## src/rtl/cardclk_pkg.sv

```systemverilog
package cardclk_pkg;

    // Ratio that is in force; the value matches the level of the select pin.
    typedef enum logic {
        RATIO_QUARTER = 1'b0,
        RATIO_HALF    = 1'b1
    } ratio_e;

    // Bit 1 drives the output directly, so the output is one flop.
    typedef enum logic [1:0] {
        PH_OFF  = 2'b00,
        PH_LOW  = 2'b01,
        PH_HIGH = 2'b10
    } phase_e;

    localparam int HALF_FAST_DEF   = 1;
    localparam int HALF_SLOW_DEF   = 2;
    localparam int SYNC_STAGES_DEF = 2;
    localparam int LAG_LIMIT       = 8;

    function automatic int phase_len(ratio_e r, int fast_len, int slow_len);
        return (r == RATIO_HALF) ? fast_len : slow_len;
    endfunction

endpackage

```

## src/rtl/cardclk_sync.sv

```systemverilog
module cardclk_sync #(
    parameter int STAGES = 2
) (
    input  logic clk,
    input  logic rst,
    input  logic d,
    output logic q
);
    logic [STAGES-1:0] chain;

    generate
        if (STAGES == 1) begin : g_single
            always_ff @(posedge clk) begin
                if (rst) chain <= '0;
                else     chain <= d;
            end
        end else begin : g_multi
            always_ff @(posedge clk) begin
                if (rst) chain <= '0;
                else     chain <= {chain[STAGES-2:0], d};
            end
        end
    endgenerate

    assign q = chain[STAGES-1];
endmodule

```

## src/rtl/cardclk_seq.sv

```systemverilog
module cardclk_seq
    import cardclk_pkg::*;
#(
    parameter int HALF_FAST = HALF_FAST_DEF,
    parameter int HALF_SLOW = HALF_SLOW_DEF,
    parameter int CNT_W     = 1
) (
    input  logic             clk,
    input  logic             rst,
    input  logic             en,
    input  ratio_e           ratio_req,
    output phase_e           phase,
    output ratio_e           ratio_act,
    output logic [CNT_W-1:0] age
);
    localparam logic [CNT_W-1:0] LAST_FAST = CNT_W'(HALF_FAST - 1);
    localparam logic [CNT_W-1:0] LAST_SLOW = CNT_W'(HALF_SLOW - 1);

    logic phase_end;
    assign phase_end = (age == ((ratio_act == RATIO_HALF) ? LAST_FAST : LAST_SLOW));

    always_ff @(posedge clk) begin
        if (rst) begin
            phase     <= PH_OFF;
            ratio_act <= RATIO_QUARTER;
            age       <= '0;
        end else begin
            case (phase)
                PH_OFF: begin
                    age <= '0;
                    if (en) begin
                        phase     <= PH_LOW;
                        ratio_act <= ratio_req;
                    end
                end
                PH_LOW: begin
                    if (!en) begin
                        phase <= PH_OFF;
                        age   <= '0;
                    end else if (phase_end) begin
                        phase <= PH_HIGH;
                        age   <= '0;
                    end else begin
                        age <= age + CNT_W'(1);
                    end
                end
                PH_HIGH: begin
                    if (phase_end) begin
                        age <= '0;
                        if (en) begin
                            phase     <= PH_LOW;
                            ratio_act <= ratio_req;
                        end else begin
                            phase <= PH_OFF;
                        end
                    end else begin
                        age <= age + CNT_W'(1);
                    end
                end
                default: begin
                    phase <= PH_OFF;
                    age   <= '0;
                end
            endcase
        end
    end
endmodule

```

## src/rtl/cardclk_div.sv

```systemverilog
module cardclk_div
    import cardclk_pkg::*;
#(
    parameter int HALF_FAST   = HALF_FAST_DEF,
    parameter int HALF_SLOW   = HALF_SLOW_DEF,
    parameter int SYNC_STAGES = SYNC_STAGES_DEF
) (
    input  logic clk,
    input  logic rst,
    input  logic en,
    input  logic sel_fast,
    output logic card_clk
);
    localparam int CNT_W = (HALF_SLOW > 1) ? $clog2(HALF_SLOW) : 1;

    logic             sel_sync;
    ratio_e           ratio_req;
    ratio_e           ratio_act;
    phase_e           phase;
    logic [CNT_W-1:0] age;

    cardclk_sync #(.STAGES(SYNC_STAGES)) u_sync (
        .clk (clk),
        .rst (rst),
        .d   (sel_fast),
        .q   (sel_sync)
    );

    assign ratio_req = ratio_e'(sel_sync);

    cardclk_seq #(
        .HALF_FAST (HALF_FAST),
        .HALF_SLOW (HALF_SLOW),
        .CNT_W     (CNT_W)
    ) u_seq (
        .clk       (clk),
        .rst       (rst),
        .en        (en),
        .ratio_req (ratio_req),
        .phase     (phase),
        .ratio_act (ratio_act),
        .age       (age)
    );

    // Output taken straight from a state flop bit: no decode glitch.
    assign card_clk = phase[1];
endmodule

```

## config.mk

```make
export PLATFORM = sky130hd
export DESIGN_NAME = cardclk_div
export DESIGN_NICKNAME = d
export VERILOG_FILES = /design/src/rtl/cardclk_pkg.sv /design/src/rtl/cardclk_sync.sv /design/src/rtl/cardclk_seq.sv /design/src/rtl/cardclk_div.sv
export SDC_FILE = /design/constraint.sdc
export NUM_CORES = 1
export LEC_CHECK = 0
export BUFFER_PORTS_ARGS = -buffer_cell sky130_fd_sc_hd__buf_2
export CAP_MARGIN = 20
export CORE_AREA = 4 4 41 43
export CTS_BUF_LIST = sky130_fd_sc_hd__clkbuf_4 sky130_fd_sc_hd__clkbuf_8 sky130_fd_sc_hd__clkbuf_16
export DETAILED_ROUTE_END_ITERATION = 7
export DIE_AREA = 0 0 45 47
export PLACE_DENSITY = 0.43
export SYNTH_ARGS = -nofsm -noshare
export SYNTH_HDL_FRONTEND = slang
export SYNTH_SLANG_ARGS = --single-unit
```

## constraint.sdc

```tcl
create_clock -name clk -period 3.35 [get_ports clk]
set_clock_uncertainty 0.2 [all_clocks]
set_input_delay 0 -clock clk [delete_from_list [all_inputs] [get_ports clk]]
set_output_delay 0 -clock clk [all_outputs]
set_load 0.03 [all_outputs]
```

* Word level (Yosys, flattened, before mapping)
Index checks and enable logic that the tools add are counted.
** Storage, ports and cells
- RAM bits :: 0
- Output and inout bits :: 1
- Flip-flop bits (word level) :: 6
- Memories :: 0
- Bits in latches :: 0
- Memory bits (read-only) :: 0
- Input port bits :: 4
** Cells by class
- Reduce and logical (&&, ||, !) cells :: 4
- Bitwise logic cells :: 0
- $lt $le $gt $ge :: 0
- Equality and inequality tests :: 6
- Shift-type cells :: 0
- $add $sub $neg :: 1
- Div/mod/pow operators :: 0
- Muxes and demuxes :: 13
- Multipliers :: 0
** Operators with widths (count)
- 2-bit 2-to-1 mux :: 4
- 1-bit 2-to-1 mux :: 6
- 2-bit case mux with 3 select lines :: 1
- 1-bit case mux with 2 select lines :: 2
- 3-bit by 2-bit inequality test with 1-bit output, second input constant :: 1
- 3-bit AND reduction :: 1
- 2-bit by 1-bit == test with 1-bit output, second input constant :: 1
- 2-bit == test, second input constant :: 1
- 2-bit zero test :: 1
- 2-bit by 1-bit inequality test with 1-bit output, second input constant :: 1
- 2-bit inequality test, second input constant :: 1
- 2-bit AND reduction :: 1
- 2-bit nonzero test :: 1
- 1-bit adder, second input constant :: 1
- 1-bit == test :: 1

* Longest topological paths before layout
- Depth after elaboration :: 5
- Gate-level depth with buffers :: 5
- Depth with buffers taken out :: 5

* By module
Synthesis repeated with hierarchy kept, for this count alone.
** Unflattened totals
- Cell total of the unflattened synthesis :: 33
- Area total of the unflattened synthesis :: 327.8 um2
** By module, submodules not included
- cardclk_seq :: area an instance 275.3 um2, times used 1, cells an instance 29
- cardclk_sync :: area an instance 52.6 um2, times used 1, cells an instance 4

* Worst setup path after synthesis
No wires, ideal clock.
- Path type :: reg-to-reg
- Start :: register u_seq.phase[1]
- End :: register u_seq.ratio_act
- Arrival time :: 1485 ps
- Slack :: 1606 ps
- Cell stages (with the launch flop) :: 6
- Period minus slack after synthesis :: 1744 ps
- Cell sequence :: dfxtp_1 > inv_1 > ha_1 > mux2_4 > a211oi_2 > a41o_1
** On the way
- Word-level cells in the longest chain between the ends :: 3
- Elaborated cells on any way between the ends :: 6
** RTL lines
- start, declared :: line cardclk_seq.sv:12 : output phase_e phase,
- start signal, assigned :: line cardclk_seq.sv:24 : phase <= PH_OFF;
- start signal, assigned :: line cardclk_seq.sv:32 : phase <= PH_LOW;
- start signal, assigned :: line cardclk_seq.sv:38 : phase <= PH_OFF;
- 2-bit == test or 2-bit zero test (tied branches) :: line cardclk_seq.sv:28 : case (phase)
- 2-bit by 1-bit inequality test with 1-bit output (no line) or 2-bit nonzero test (tied branches)
- 2-bit AND reduction (no line)
- end signal, assigned :: line cardclk_seq.sv:33 : ratio_act <= ratio_req;
- end signal, assigned :: line cardclk_seq.sv:52 : ratio_act <= ratio_req;
- end, declared :: line cardclk_seq.sv:13 : output ratio_e ratio_act,
Several ways; a longest one is shown, not always the timed one.
A chain may end at the register's enable or synchronous reset.

* Worst setup path after layout
- Start :: register u_seq.phase[1]
- End :: register u_seq.phase[1]
** On the way
- Word-level cells in the longest chain between the ends :: 3
- Elaborated cells on any way between the ends :: 8
** RTL lines (line)
- 2-bit by 1-bit == test with 1-bit output, or another cell as far along :: cardclk_seq.sv:28
- 3-bit by 2-bit inequality test with 1-bit output (no line), or another cell as far along
- 3-bit AND reduction (no line)
Several ways; a longest one is shown, not always the timed one.

==> impl_metrics.tcl <==
set metrics [dict create \
    grt.overflow.total 0 \
    drt-initial-drc-count 4 \
    ys_seq_area_share_pct 32.3 \
    grt_pass1_wl_um 1120 \
    cts.sinks 6 \
    ys.flop_type "dfxtp_1" \
    antenna_found_initial 0 \
    yosysWarnings 0 \
    route.met2.wl_um 340 \
    vias 300 \
    ys_ff_latch 6 \
    start_kind "flop" \
    grt_setup_unrepaired "no" \
    ir_worst_vdd_uv 199 \
    drtAntennaViolNets 0 \
    drive_gt1_share_pct 18.0 \
    setup_viol 0 \
    worst_hold_slack_ns 0.251 \
    wl_met3_um 25 \
    wl_per_cell_um 11.0 \
    period_share_pct 65.1 \
    synthMuxAreaShare_pct 4.04 \
    area_delta_synth_final_pct 27.9 \
    grt_max_degree 10 \
    crit_arrival_ns 2.11 \
    die_w_um 45 \
    synth.area.top_cells "dfxtp_1 32%, ha_1 20%, nor2b_1 6.7%" \
    route.detailed.drc 0 \
    postSynthAreaPerCell_um2 9.53 \
    maxCapViolCount 0 \
    nets 62 \
    vias_per_cell 4.62 \
    cts_buffers 3 \
    min_path_type "reg -> reg" \
    start_util_pct 28.6 \
    timing.fmax_mhz 459 \
    grt_usage_pct 7.52 \
    synth-xor-area-share_pct 0 \
    place.detailed.hpwl_um 527 \
    synth_area_um2 372 \
    period_minus_slack_ns 2.18 \
    place.gp.congestion 0.879 \
    first_pass_iters 4 \
    cp_slowest_stage_delay_ns 0.56 \
    endpoint_kind "flop" \
    maxSlewViolCount 0 \
    die-area_um2 2120 \
    synth.distinct_cells 16 \
    worst_slew_pin_slew_ns 0.234 \
    crit_chain "inv_1, ha_1, and3b_1, o31ai_1, a21oi_1, dlygate4sd3_1" \
    netlist_top_cells_count "6 x dfxtp_1, 6 x ha_1, 6 x inv_1, 4 x a21oi_1, 4 x nor2b_1" \
    cts_tree "yes" \
    port-buffer-count 4 \
    critical_path_required_ns 3.28 \
    crit_slowest_cell "dlygate4sd3_1" \
    h-tree-depth 1 \
    leakagePower_uw 0.000222 \
    async_flop_share_pct 0 \
    netlist.area_leader.share_pct 32.3 \
    synthSimpleGateAreaFrac_pct 13.1 \
    status "finished, final reports clean" \
    rr_worst_depth 6 \
    clk_pin_slew_ns 0.04 \
    synth.largest_area_cell "dfxtp_1" \
    antenna_cells 0 \
    relSlewSlack_pct 84.3 \
    num_io_pins 5 \
    netlist_instances 39 \
    synthAdderAreaFrac_pct 20.2 \
    insertion_delay_ns 0.24 \
    pwr_density_cell_nw_per_um2 531 \
    top_layer_used "met4" \
    rows 13 \
    worstHoldPathCells 1 \
    die_h_um 47 \
    cts_buffer_depth 2 \
    synth_top_family_by_area "compound AO/OA/AOI/OAI gates" \
    grt_pass1_vias 275 \
    setup_tns_ns 0 \
    cts_root_buf "clkbuf_4" \
    met1_length_um 335 \
    final_hold_viol_count 0 \
    synth_enable_flop_cells 0 \
    fp.coreArea_um2 1300 \
    totalWireLength_um 718 \
    crit_fanout 6 \
    critPathKind "reg -> reg" \
    syn-num-nets 49 \
    synth_compound_area_share_pct 22.2 \
]
[worst paths after layout]
check	slack, ns	to	from
max	1.17	u_seq.phase[1]	u_seq.phase[1]
min	0.25	u_sync.chain[1]	u_sync.chain[0]
max reg2reg	1.17	u_seq.phase[1]	u_seq.phase[1]
min reg2reg	0.25	u_sync.chain[1]	u_sync.chain[0]
[logic make-up after synthesis]
kind of cell | after synthesis
muxes | 1
adders and majority gates | 6
DFF | 6
and+or+nand+nor | 8
buffers and inverters | 7
AOI/OAI and AO/OA | 11
[sequential cells by signal (all words and copies together), names as in the netlist]
| signal | cells |
|---|---|
| u_seq.age | 1 |
| u_seq.phase | 2 |
| u_seq.ratio_act | 1 |
| u_sync.chain | 2 |
[per-stage QoR]
stage | instance area (µm²) | worst slack [ns] | util (%) | power, µW | cells
6_report | 475 | 1.17 | 36.5 | 252 | 65
5_1_grt | 475 | 1.08 | 36.5 | 269 | 65
4_1_cts | 475 | 1.21 | 36.5 | 256 | 65
3_5_place_dp | 403 | 1.71 | 31.0 | 181 | 57
3_3_place_gp | 403 | 1.78 | 31.0 | 179 | 57
2_1_floorplan | 372 | 1.61 | - | 161 | 39
[power by group]
part	internal [µW]	switching [µW]	total [µW]
combinational	46.9	50.9	97.9
sequential	80.4	8.68	89.1
clock	40.4	25.0	65.4
total	168	84.6	252
[area by class of cell]
type,count,area [µm²]
tap,15,18.8
fill,134,826
sequential,6,120
multi-input combinational,26,221
inverter,6,22.5
timing repair buffer,9,70.1
clock buffer,3,22.5
[metal layers]
metal	vias up	track usage, %
met5	-	0
met4	0	7.02
met3	2	1.15
met2	6	11.0
met1	135	9.36
li1	157	-
[critical path: cells and delay by family, from the launching register on]
kind            cells  cell delay [ns]
buf+inv             2             0.65
fa+ha+maj           1             0.24
compound gates      2             0.34
flops               1             0.42
simple gates        1             0.21
[placed cells by master, fill, tap and decap left out]
cell type      Yosys  routed
inv_1              6       6
ha_1               6       6
dfxtp_1            6       6
dlygate4sd3_1      0       5
a21oi_1            4       4
nor2b_1            4       4
buf_2              0       4
clkbuf_4           0       3
o31ai_1            2       2
o2111ai_1          2       2
nand2_1            1       1
nor3_1             1       1
and3b_1            1       1
a21o_1             1       1
nand2b_1           1       1
mux2_4             1       1
a211oi_2           1       1
a41o_1             1       1
[repair_timing]
item / in CTS / in global routing
resized for setup: 0 / 0
hold buffers: 5 / 0
buffers inserted: 0 / 0
hold endpoints to repair: 6 / 0
No activity file was read; power rests on OpenSTA's default activity.
